## config.mk

```make
export PLATFORM = sky130hd
export DESIGN_NAME = paged_rx_ring
export DESIGN_NICKNAME = d
export VERILOG_FILES = /design/src/rtl/rxr_pkg.sv /design/src/rtl/rxr_page_step.sv /design/src/rtl/rxr_cfg_regs.sv /design/src/rtl/rxr_fill_ctrl.sv /design/src/rtl/paged_rx_ring.sv
export SDC_FILE = /design/constraint.sdc
export NUM_CORES = 1
export LEC_CHECK = 0
export ABC_AREA = 1
export BUFFER_PORTS_ARGS = -buffer_cell sky130_fd_sc_hd__buf_4
export CORE_MARGIN = 3
export CORE_UTILIZATION = 53
export CTS_CLUSTER_DIAMETER = 150
export DETAILED_ROUTE_END_ITERATION = 8
export HOLD_SLACK_MARGIN = 0.05
export PLACE_DENSITY = 0.84
export SLEW_MARGIN = 20
export SYNTH_ARGS = -nofsm -noshare
export SYNTH_HDL_FRONTEND = slang
export SYNTH_SLANG_ARGS = --single-unit
```

## constraint.sdc

```tcl
create_clock -name clk -period 3.4 [get_ports clk]
set_clock_uncertainty 0.15 [all_clocks]
set_input_delay 0.17 -clock clk [delete_from_list [all_inputs] [get_ports clk]]
set_output_delay 0.17 -clock clk [all_outputs]
set_load 0.02 [all_outputs]
```

## src/rtl/rxr_pkg.sv

```systemverilog
// Shared types and constants for the paged receive ring.
// Assumes byte-wide RAM and 256-byte pages (8 offset bits).
package rxr_pkg;

    localparam int OFF_W     = 8;   // byte offset inside one page
    localparam int HDR_BYTES = 4;   // header bytes at start of frame's first page
    localparam int LEN_W     = 16;  // stored frame length width

    // Fill controller state
    typedef enum logic [1:0] {
        ST_IDLE = 2'd0,   // waiting for a frame start
        ST_RECV = 2'd1,   // storing frame bytes
        ST_DROP = 2'd2,   // discarding the rest of an overflowed frame
        ST_HDR  = 2'd3    // writing the header back
    } fill_st_e;

    // Register select codes on the configuration port
    typedef enum logic [1:0] {
        SEL_START = 2'd0,
        SEL_STOP  = 2'd1,
        SEL_CUR   = 2'd2,
        SEL_BND   = 2'd3
    } cfg_sel_e;

endpackage

```

## src/rtl/rxr_page_step.sv

```systemverilog
// Computes the page that follows a given page inside the ring.
// Assumes start < stop and that the given page lies in [start, stop).
module rxr_page_step #(
    parameter int PAGE_W = 8
) (
    input  logic [PAGE_W-1:0] page_in,
    input  logic [PAGE_W-1:0] ring_start,
    input  logic [PAGE_W-1:0] ring_stop,
    output logic [PAGE_W-1:0] page_next
);

    logic [PAGE_W-1:0] plus_one;

    // Increment, replaced by the ring start when the end page is reached
    always_comb begin
        plus_one  = page_in + PAGE_W'(1);
        page_next = (plus_one == ring_stop) ? ring_start : plus_one;
    end

endmodule

```

## src/rtl/rxr_cfg_regs.sv

```systemverilog
// Holds the four ring page registers: start, stop, fill (current) page and
// consumed (boundary) page. The fill controller's commit of a finished
// frame takes priority over a software write to the fill page.
module rxr_cfg_regs
    import rxr_pkg::*;
#(
    parameter int                PAGE_W    = 8,
    parameter logic [PAGE_W-1:0] DEF_START = 8'h40,
    parameter logic [PAGE_W-1:0] DEF_STOP  = 8'h60
) (
    input  logic              clk,
    input  logic              rst_n,
    input  logic              cfg_we,
    input  logic [1:0]        cfg_sel,
    input  logic [PAGE_W-1:0] cfg_wdata,
    input  logic              commit_en,
    input  logic [PAGE_W-1:0] commit_page,
    output logic [PAGE_W-1:0] start_pg,
    output logic [PAGE_W-1:0] stop_pg,
    output logic [PAGE_W-1:0] cur_pg,
    output logic [PAGE_W-1:0] bnd_pg
);

    localparam logic [PAGE_W-1:0] DEF_BND = DEF_STOP - PAGE_W'(1);

    // Ring bounds: written only from the configuration port
    always_ff @(posedge clk) begin
        if (!rst_n) begin
            start_pg <= DEF_START;
            stop_pg  <= DEF_STOP;
        end else if (cfg_we) begin
            if (cfg_sel == SEL_START) start_pg <= cfg_wdata;
            if (cfg_sel == SEL_STOP)  stop_pg  <= cfg_wdata;
        end
    end

    // Fill page: frame commit wins over a software write
    always_ff @(posedge clk) begin
        if (!rst_n) begin
            cur_pg <= DEF_START;
        end else if (commit_en) begin
            cur_pg <= commit_page;
        end else if (cfg_we && cfg_sel == SEL_CUR) begin
            cur_pg <= cfg_wdata;
        end
    end

    // Consumed page: moved forward by the host only
    always_ff @(posedge clk) begin
        if (!rst_n) begin
            bnd_pg <= DEF_BND;
        end else if (cfg_we && cfg_sel == SEL_BND) begin
            bnd_pg <= cfg_wdata;
        end
    end

endmodule

```

## src/rtl/rxr_fill_ctrl.sv

```systemverilog
// Frame fill controller. Places frame bytes from offset 4 of the fill page,
// rolls into following pages with ring wrap, checks every page move and the
// final next-page pointer against the consumed page, and writes the 4-byte
// header (status, next page, length low, length high) after the frame ends.
// Assumes frames are at least one byte long and that the ring bounds do not
// change while a frame is being stored. RAM port outputs are registered.
module rxr_fill_ctrl
    import rxr_pkg::*;
#(
    parameter int PAGE_W = 8
) (
    input  logic                    clk,
    input  logic                    rst_n,
    input  logic                    rx_valid,
    input  logic                    rx_sof,
    input  logic                    rx_eof,
    input  logic [7:0]              rx_data,
    input  logic [7:0]              rx_status,
    input  logic [PAGE_W-1:0]       start_pg,
    input  logic [PAGE_W-1:0]       stop_pg,
    input  logic [PAGE_W-1:0]       cur_pg,
    input  logic [PAGE_W-1:0]       bnd_pg,
    output logic                    commit_en,
    output logic [PAGE_W-1:0]       commit_page,
    output logic                    mem_we,
    output logic [PAGE_W+OFF_W-1:0] mem_addr,
    output logic [7:0]              mem_wdata,
    output logic                    pkt_rcvd,
    output logic                    ovw_warn
);

    localparam logic [OFF_W-1:0] FIRST_OFF = OFF_W'(HDR_BYTES);
    localparam logic [OFF_W-1:0] LAST_OFF  = '1;

    fill_st_e          st_q;
    logic [PAGE_W-1:0] pg_q;       // page of the next data byte
    logic [OFF_W-1:0]  off_q;      // offset of the next data byte
    logic [LEN_W-1:0]  len_q;      // bytes accepted so far
    logic [PAGE_W-1:0] fpage_q;    // first page of the frame
    logic [PAGE_W-1:0] nxt_q;      // next-page pointer for the header
    logic [7:0]        status_q;   // status captured with the last byte
    logic [1:0]        hidx_q;     // header byte index

    logic              take_first;
    logic              take;
    logic [PAGE_W-1:0] w_page;
    logic [OFF_W-1:0]  w_off;
    logic [LEN_W-1:0]  w_len;
    logic [PAGE_W-1:0] w_fpage;
    logic [PAGE_W-1:0] step_pg;
    logic              hit_bnd;
    logic              page_end;
    logic [7:0]        hdr_byte;

    // Accept decision and write position for the byte on the inputs
    always_comb begin
        take_first = (st_q == ST_IDLE) && rx_valid && rx_sof;
        take       = take_first || ((st_q == ST_RECV) && rx_valid);
        w_page     = take_first ? cur_pg    : pg_q;
        w_off      = take_first ? FIRST_OFF : off_q;
        w_len      = take_first ? '0        : len_q;
        w_fpage    = take_first ? cur_pg    : fpage_q;
        page_end   = (w_off == LAST_OFF);
    end

    rxr_page_step #(.PAGE_W(PAGE_W)) u_step (
        .page_in    (w_page),
        .ring_start (start_pg),
        .ring_stop  (stop_pg),
        .page_next  (step_pg)
    );

    // Full-ring test: the page after the current one is still unread
    assign hit_bnd = (step_pg == bnd_pg);

    // Header byte chosen by index; field order is fixed for the reader
    always_comb begin
        case (hidx_q)
            2'd0:    hdr_byte = status_q;
            2'd1:    hdr_byte = 8'(nxt_q);
            2'd2:    hdr_byte = len_q[7:0];
            default: hdr_byte = len_q[15:8];
        endcase
    end

    // Fill page update happens with the last header byte
    assign commit_en   = (st_q == ST_HDR) && (hidx_q == 2'd3);
    assign commit_page = nxt_q;

    // Main sequencer: stores data, detects overflow, writes header
    always_ff @(posedge clk) begin
        if (!rst_n) begin
            st_q      <= ST_IDLE;
            pg_q      <= '0;
            off_q     <= '0;
            len_q     <= '0;
            fpage_q   <= '0;
            nxt_q     <= '0;
            status_q  <= '0;
            hidx_q    <= '0;
            mem_we    <= 1'b0;
            mem_addr  <= '0;
            mem_wdata <= '0;
            pkt_rcvd  <= 1'b0;
            ovw_warn  <= 1'b0;
        end else begin
            mem_we   <= 1'b0;
            pkt_rcvd <= 1'b0;
            ovw_warn <= 1'b0;
            case (st_q)
                ST_IDLE, ST_RECV: begin
                    if (take) begin
                        mem_we    <= 1'b1;
                        mem_addr  <= {w_page, w_off};
                        mem_wdata <= rx_data;
                        len_q     <= w_len + LEN_W'(1);
                        fpage_q   <= w_fpage;
                        if (rx_eof) begin
                            if (hit_bnd) begin
                                ovw_warn <= 1'b1;
                                st_q     <= ST_IDLE;
                            end else begin
                                status_q <= rx_status;
                                nxt_q    <= step_pg;
                                hidx_q   <= 2'd0;
                                st_q     <= ST_HDR;
                            end
                        end else if (page_end) begin
                            if (hit_bnd) begin
                                ovw_warn <= 1'b1;
                                st_q     <= ST_DROP;
                            end else begin
                                pg_q  <= step_pg;
                                off_q <= '0;
                                st_q  <= ST_RECV;
                            end
                        end else begin
                            pg_q  <= w_page;
                            off_q <= w_off + OFF_W'(1);
                            st_q  <= ST_RECV;
                        end
                    end
                end
                ST_DROP: begin
                    if (rx_valid && rx_eof) begin
                        st_q <= ST_IDLE;
                    end
                end
                ST_HDR: begin
                    mem_we    <= 1'b1;
                    mem_addr  <= {fpage_q, OFF_W'(hidx_q)};
                    mem_wdata <= hdr_byte;
                    if (hidx_q == 2'd3) begin
                        pkt_rcvd <= status_q[0];
                        st_q     <= ST_IDLE;
                    end else begin
                        hidx_q <= hidx_q + 2'd1;
                    end
                end
                default: st_q <= ST_IDLE;
            endcase
        end
    end

endmodule

```

## src/rtl/paged_rx_ring.sv

```systemverilog
// Top of the paged receive ring manager: page registers plus fill
// controller. Assumes a byte-wide RAM addressed as {page, offset}.
module paged_rx_ring
    import rxr_pkg::*;
#(
    parameter int                PAGE_W    = 8,
    parameter logic [PAGE_W-1:0] DEF_START = 8'h40,
    parameter logic [PAGE_W-1:0] DEF_STOP  = 8'h60
) (
    input  logic                    clk,
    input  logic                    rst_n,
    input  logic                    cfg_we,
    input  logic [1:0]              cfg_sel,
    input  logic [PAGE_W-1:0]       cfg_wdata,
    input  logic                    rx_valid,
    input  logic                    rx_sof,
    input  logic                    rx_eof,
    input  logic [7:0]              rx_data,
    input  logic [7:0]              rx_status,
    output logic                    mem_we,
    output logic [PAGE_W+OFF_W-1:0] mem_addr,
    output logic [7:0]              mem_wdata,
    output logic                    pkt_rcvd,
    output logic                    ovw_warn,
    output logic [PAGE_W-1:0]       cur_page
);

    logic [PAGE_W-1:0] start_pg;
    logic [PAGE_W-1:0] stop_pg;
    logic [PAGE_W-1:0] bnd_pg;
    logic              commit_en;
    logic [PAGE_W-1:0] commit_page;

    rxr_cfg_regs #(
        .PAGE_W    (PAGE_W),
        .DEF_START (DEF_START),
        .DEF_STOP  (DEF_STOP)
    ) u_regs (
        .clk         (clk),
        .rst_n       (rst_n),
        .cfg_we      (cfg_we),
        .cfg_sel     (cfg_sel),
        .cfg_wdata   (cfg_wdata),
        .commit_en   (commit_en),
        .commit_page (commit_page),
        .start_pg    (start_pg),
        .stop_pg     (stop_pg),
        .cur_pg      (cur_page),
        .bnd_pg      (bnd_pg)
    );

    rxr_fill_ctrl #(.PAGE_W(PAGE_W)) u_fill (
        .clk         (clk),
        .rst_n       (rst_n),
        .rx_valid    (rx_valid),
        .rx_sof      (rx_sof),
        .rx_eof      (rx_eof),
        .rx_data     (rx_data),
        .rx_status   (rx_status),
        .start_pg    (start_pg),
        .stop_pg     (stop_pg),
        .cur_pg      (cur_page),
        .bnd_pg      (bnd_pg),
        .commit_en   (commit_en),
        .commit_page (commit_page),
        .mem_we      (mem_we),
        .mem_addr    (mem_addr),
        .mem_wdata   (mem_wdata),
        .pkt_rcvd    (pkt_rcvd),
        .ovw_warn    (ovw_warn)
    );

endmodule

```

* Word-level counts from Yosys, hierarchy flattened
Cells that the tools add are included.
Storage, ports and cells: register bits after elaboration 119, word-level logic and storage cells 100
Cells by class: add/sub/neg operators 4, eq/ne operators 19, mux-type cells 33, bitwise operators 2, reductions and logical operators 25
Operators by type and width (count):
- 2-to-1 mux 8 bit | 10
- 2-to-1 mux 16 bit | 2
- case mux 16 bit (2 select lines) | 1
- case mux 8 bit (3 select lines) | 1
- 2-to-1 mux 2 bit | 11
- adder 16 x 1 -> 16 bit (second input constant) | 1
- adder 8 x 1 -> 8 bit (second input constant) | 2
- equality test 8 bit | 2
- case mux 8 bit (2 select lines) | 1
- equality test 2 bit (second input constant) | 6
- AND reduction 3 bit | 4
- inequality test 2 bit (second input constant) | 5
- equality test 8 bit (second input constant) | 1
- AND reduction 2 bit | 4
- AND reduction 4 bit | 2
- logical AND 1 bit | 7
- equality test 2 x 1 -> 1 bit (second input constant) | 3
- logical NOT 2 bit | 3
- case mux 2 bit (3 select lines) | 1
- AND reduction 5 bit | 1
- 2-to-1 mux 1 bit | 4
- inequality test 2 x 1 -> 1 bit (second input constant) | 2
- case mux 2 bit (2 select lines) | 1
- nonzero test 2 bit | 2
- 5 further kinds | 6

* Longest topological paths before layout
word-level depth 13, gate-level depth with buffers 29, depth with buffers taken out 28

* Modules after synthesis
Synthesis repeated with hierarchy kept, for this count alone.
Second synthesis, totals: cell total of the unflattened synthesis 933, area total of the unflattened synthesis 6202.2 um^2
Modules (own cells, without submodules):
- rxr_fill_ctrl | instances 1, cells each 648, area an instance 4332.9 um^2
- rxr_cfg_regs | instances 1, cells each 167, area an instance 1265.0 um^2
- rxr_page_step | instances 1, cells each 118, area an instance 604.3 um^2

* Least setup slack after synthesis
No wires, ideal clock.
path kind register to register, start point register u_fill.st_q[0], end point register u_fill.nxt_q[6], in the netlist u_fill.commit_page[6], setup time 113 ps, data arrival time 3005 ps, required time 3137 ps, setup slack 132 ps, stages on the path, launching flop included 28, cells stage by stage dfxtp_1 > nor2_4 > nand2_4 > buf_6 > nand2_2 > nand2_4 > ha_1 > xnor2_1 > nand2_1 > nor2_1 > nand3_1 > nor2_1 > nand2_2 > nor2_8 > nand3_4 > nand2_1 > nand2_1 > nand2_1 > nand2_1 > inv_2 > nand2_1 > nor2_2 > nand2_1 > nand2_2 > inv_2 > buf_2 > nor2_1 > nor2_1
Between the ends: word-level cells in the longest chain between the ends 10, elaborated cells on any way between the ends 14
Ends and longest elaborated chain:
- start, declared | RTL line rxr_fill_ctrl.sv:35 | fill_st_e st_q;
- start signal, assigned | RTL line rxr_fill_ctrl.sv:93 | st_q <= ST_IDLE;
- start signal, assigned | RTL line rxr_fill_ctrl.sv:121 | st_q <= ST_IDLE;
- start signal, assigned | RTL line rxr_fill_ctrl.sv:126 | st_q <= ST_HDR;
- logical NOT 2 bit | RTL line rxr_fill_ctrl.sv:57, rxr_fill_ctrl.sv:110
- logical AND 1 bit (2 in series) | RTL line rxr_fill_ctrl.sv:57 | take_first = (st_q == ST_IDLE) && rx_valid && rx_sof;
- 2-to-1 mux 8 bit | RTL line rxr_fill_ctrl.sv:59 | w_page = take_first ? cur_pg : pg_q;
- adder 8 x 1 -> 8 bit | RTL line rxr_page_step.sv:16 | plus_one = page_in + PAGE_W'(1);
- equality test 8 bit | RTL line rxr_page_step.sv:17 | page_next = (plus_one == ring_stop) ? ring_start : plus_one;
- 2-to-1 mux 8 bit | RTL line rxr_page_step.sv:17
- equality test 8 bit | RTL line rxr_fill_ctrl.sv:74 | assign hit_bnd = (step_pg == bnd_pg);
- inverter 1 bit (no source line)
- AND reduction 4 bit (no source line)
- end signal, assigned | RTL line rxr_fill_ctrl.sv:124 | nxt_q <= step_pg;
- end, declared | RTL line rxr_fill_ctrl.sv:40 | logic [PAGE_W-1:0] nxt_q;
Several ways; a longest one is shown, not always the timed one. A chain may end at the register's enable or synchronous reset.

* Worst setup path after layout
start point register u_fill.st_q[1], end point register u_fill.pg_q[7]
Between the ends: word-level cells in the longest chain between the ends 10, elaborated cells on any way between the ends 18
Ends and longest elaborated chain:
- logical NOT 2 bit | RTL line rxr_fill_ctrl.sv:57, rxr_fill_ctrl.sv:110
- logical AND 1 bit (2 in series) | RTL line rxr_fill_ctrl.sv:57
- 2-to-1 mux 8 bit | RTL line rxr_fill_ctrl.sv:59
- adder 8 x 1 -> 8 bit | RTL line rxr_page_step.sv:16
- equality test 8 bit | RTL line rxr_page_step.sv:17
- 2-to-1 mux 8 bit | RTL line rxr_page_step.sv:17
- equality test 8 bit | RTL line rxr_fill_ctrl.sv:74
- inequality test 2 bit (no source line)
- AND reduction 4 bit (no source line)
- end signal, assigned | RTL line rxr_fill_ctrl.sv:133 | pg_q <= step_pg;
- end signal, assigned | RTL line rxr_fill_ctrl.sv:138 | pg_q <= w_page;
- end, declared | RTL line rxr_fill_ctrl.sv:36 | logic [PAGE_W-1:0] pg_q;
Several ways; a longest one is shown, not always the timed one. The select of a mux whose other input is x is not followed.

==> results by stage <==
Placement:
- The detailed placer's ending HPWL is 12.3 mm.
- After detailed placement, the total cell area comes to 6860 um2.
- Port buffering added between 60 and 70 buffers.
- The number of placed instances, taps included, is ~1100.
- The congestion estimate from routability-driven global placement came to a little over 0.9.
- Timing analysis after detailed placement gives a worst setup slack of -0.103 ns.

Worst setup path:
- The slowest cell on the critical path is sky130_fd_sc_hd__dfxtp_4.
- STA puts the critical path data required time at about 3.6 ns.
- STA classifies the critical path startpoint as a flip-flop.
- The critical path launch point is u_fill.st_q[1].
- The cell seen most often among critical-path stages is sky130_fd_sc_hd__nand2_1.
- The launch instance of the worst register-to-register path is u_fill.st_q[1].
- Of all nets on the critical path, the largest fanout is 6.
- STA classifies the critical path endpoint as a flip-flop.
- The peak per-stage delay on the critical path is 0.37 ns.
- For the worst setup path, the data arrival time is between 3 and 4 ns.
- The number of buffers and inverters on the critical path is 2.
- The cell family contributing the most delay on the critical path is simple AND/OR/NAND/NOR gates.
- The critical path is of the flip-flop to flip-flop type.

Power and ir drop:
- The static leakage is ~3.7 nW.
- The largest vdd supply drop is 0.465 mV.
- The total power after layout is around 4.2 mW.
- Dividing total power by cell area gives a power density of between 400 and 500 nW/um2.

Floorplan:
- The region available for standard cell placement spans around 11000 um2.
- The floorplan has 38 rows.
- The initial standard-cell utilization of the core is 0.554.
- The die is ~110 um wide.
- From bottom edge to top edge, the die measures ~110 um.
- The overall die area is 12900 um2.
- The I/O pin total is 67.

Finish:
- For this run, the share of the core covered by cells in the final layout is 0.755.
- The synthesis-to-layout area growth is 36.4%.
- Excluding fillers, the count of instances in the completed layout stands at approximately 1200.
- The largest registers in the layout are u_fill.len_q (16), u_fill.mem_addr (16).
- The repair_antennas step left the layout with diodes totalling 0.
- The net count of the finished layout is around 1100.
- Once layout is done, the placed cells without fillers occupy around 8400 um2.
- In the final layout, the share of cells above drive strength 1 is 0.231.

Synthesis:
- The flip-flop and latch count after synthesis is between 100 and 150.
- A synthesized cell averages 6.62 um2.
- Of the synthesized area, sequential elements account for 0.388.
- sky130_fd_sc_hd__dfxtp_1 takes more of the synthesized area than any other cell.
- The Yosys warning count is 0.
- The dominant register cell in the synthesized netlist is sky130_fd_sc_hd__dfxtp_1.
- In the post-synthesis netlist, the biggest area contributors are sky130_fd_sc_hd__dfxtp_1 39%, sky130_fd_sc_hd__nand2_1 14%, sky130_fd_sc_hd__nor2_1 7.3%.
- The commonest cells after synthesis are 224 x sky130_fd_sc_hd__nand2_1, 119 x sky130_fd_sc_hd__dfxtp_1, 119 x sky130_fd_sc_hd__nor2_1.
- Synthesis produced a netlist with a net count of a little under 1000.
- The mapped netlist covers a little over 6000 um2.
- Synthesis handed over a netlist of between 900 and 1000 instances.
- The number of enable-type register cells in the synthesized netlist is 0.
- The share of synthesized area in the top cell type comes to 0.388.
- The async set or reset register ratio after synthesis is 0.
- The count of cell types in the netlist is 37.
- Yosys instantiated no cell more often than sky130_fd_sc_hd__nand2_1.

Detailed routing:
- After detailed routing, the number of remaining DRC violations is 0.
- In this run, the number of DRC markers left after iteration 0 of detailed routing was 1069.
- Summing over every cut layer, the via total after detailed routing is ~7200.
- The first detailed-routing pass took 7 iterations.
- The count of nets left with antenna violations once routing finished came out at 0.
- For this block, the routed nets add up to around 22 mm of wire.
- The via-per-instance ratio is 5.97.
- The routed length per placed instance is ~18 um.

Global routing:
- Summed over all layers, the global routing overflow is 0.
- The initial antenna violation count is 0.
- Across every metal layer, demand over resource in global routing totals 0.289.
- The number of global-route vias before repair came to between 6000 and 7000.
- Entering global routing, the biggest net connects 63 pins.
- The first global-routing pass estimated 29.7 mm of wire.

STA:
- Across all setup checks in the final design, the least slack found is -0.392 ns.
- The actual transition at the worst max-transition pin is 0.780 ns.
- The count of endpoints failing hold in the final timing report is 0.
- In the finished design, the share of the clock period the worst path needs comes to 1.12.
- Measured against its own limit, the worst slew margin works out to 0.479.
- The tightest hold path in the finished design has a slack of ~0.074 ns.
- The worst path in the final design needs a cycle of 3.79 ns, including I/O delays and setup.
- Setup violations remaining at the end of the flow were counted as 37.
- Adding up every negative setup slack in the final design gives -9.76 ns.
- The maximum clock rate is between 200 and 300 MHz.
- Setup repair after global routing could not meet its margin everywhere.
- The final count of pins violating max slew was 0.

Outcome:
- The flow ran to the end, but the final reports show violations.
- The final reports fail on setup timing.

Clocking:
- The cell sitting at the root of the clock tree is a sky130_fd_sc_hd__clkbuf_16.
- The clock insertion delay at the later pin of the skew report is around 0.42 ns.
- The largest buffer count on any clock path is 2.
- The H-tree depth is 4.
- The TritonCTS buffer count is 17.
- The CTS tree is yes.
- The post-CTS clock slew at the launch and capture registers of the worst setup and hold paths is ~0.060 ns.
- The clock net in this run drives a total of 119 sinks.

Min path:
- The class of the tightest hold or removal check is input port to flip-flop.
- In this run the most critical hold path is launched from cfg_sel[0].

Job:
- The max capacitance violation total is 0.
layer usage:
metal  GRT usage  wire length [um]
met3      0.0642              2330
met5           0                 0
met2       0.479             10400
met4       0.128              1520
met1       0.359              7970
worst reg2reg max path, delay by kind of cell (launching register included):
| family | cells | cell delay [ns] |
|---|---|---|
| simple gates | 21 | 2.59 |
| flops | 1 | 0.37 |
| buf+inv | 2 | 0.26 |
| xor+xnor | 1 | 0.11 |
| fa+ha+maj | 1 | 0.22 |
power breakdown:
| group | switching (mW) | leakage [nW] | internal (mW) |
|---|---|---|---|
| Sequential | 0.0528 | 0.973 | 1.47 |
| Clock | 0.698 | 0.291 | 1.18 |
| Combinational | 0.488 | 2.45 | 0.289 |
| Total | 1.24 | 3.72 | 2.94 |
area by class of cell:
class / instances / area [um2]
clock buffer: 19 / 443
clock inverter: 13 / 170
fill: 737 / 2710
inverter: 124 / 470
multi-input combinational: 653 / 3500
sequential: 119 / 2390
tap: 140 / 175
timing repair buffer: 145 / 1220
cell usage in the layout, fill, tap and decap left out, types with 6 or more instances in the layout:
cell type and instances:
sky130_fd_sc_hd__nand2_1 191, sky130_fd_sc_hd__dfxtp_1 118, sky130_fd_sc_hd__nor2_1 113, sky130_fd_sc_hd__buf_4 109, sky130_fd_sc_hd__inv_1 107, sky130_fd_sc_hd__nand3_1 59, sky130_fd_sc_hd__o21ai_0 59, sky130_fd_sc_hd__a21oi_1 44
sky130_fd_sc_hd__dlygate4sd3_1 28, sky130_fd_sc_hd__nand2_2 27, sky130_fd_sc_hd__nand4_1 19, sky130_fd_sc_hd__clkbuf_16 18, sky130_fd_sc_hd__o211ai_1 15, sky130_fd_sc_hd__nand2_4 14, sky130_fd_sc_hd__o21ai_1 14, sky130_fd_sc_hd__nor3_1 13
sky130_fd_sc_hd__nor2_4 12, sky130_fd_sc_hd__inv_2 11, sky130_fd_sc_hd__nand3_4 8, sky130_fd_sc_hd__a22oi_1 8, sky130_fd_sc_hd__nand3_2 7, sky130_fd_sc_hd__a31oi_1 7, sky130_fd_sc_hd__nand3b_1 6, sky130_fd_sc_hd__ha_1 6
final timing paths:
kind	endpoint	slack, ns	cells after the start
worst min-delay path	u_regs.start_pg[4]	0.07	4
worst max-delay path	u_fill.pg_q[7]	-0.39	25
worst max register to register	u_fill.pg_q[7]	-0.39	25
worst min register to register	u_fill.fpage_q[6]	0.30	2
cells by family (layout without fill, tap and decap cells):
kind of cell    Yosys count  count (layout)  synth area share
flops                   119             119             0.388
fa+ha+maj                 7               7            0.0143
xor+xnor                  4               4           0.00571
buf+inv                 160             301             0.104
simple gates            476             482             0.344
compound gates          160             160             0.144
what timing repair did:
item / 4_1_cts / 5_1_grt
endpoints found under the hold margin: 50 / 0
pin swaps: 2 / 46
gates cloned: 0 / 7
buffers inserted: 3 / 17
gates resized for setup: 2 / 97
hold buffers: 28 / 0
setup endpoints to repair: 36 / 39
(Power assumes the default switching activity.)
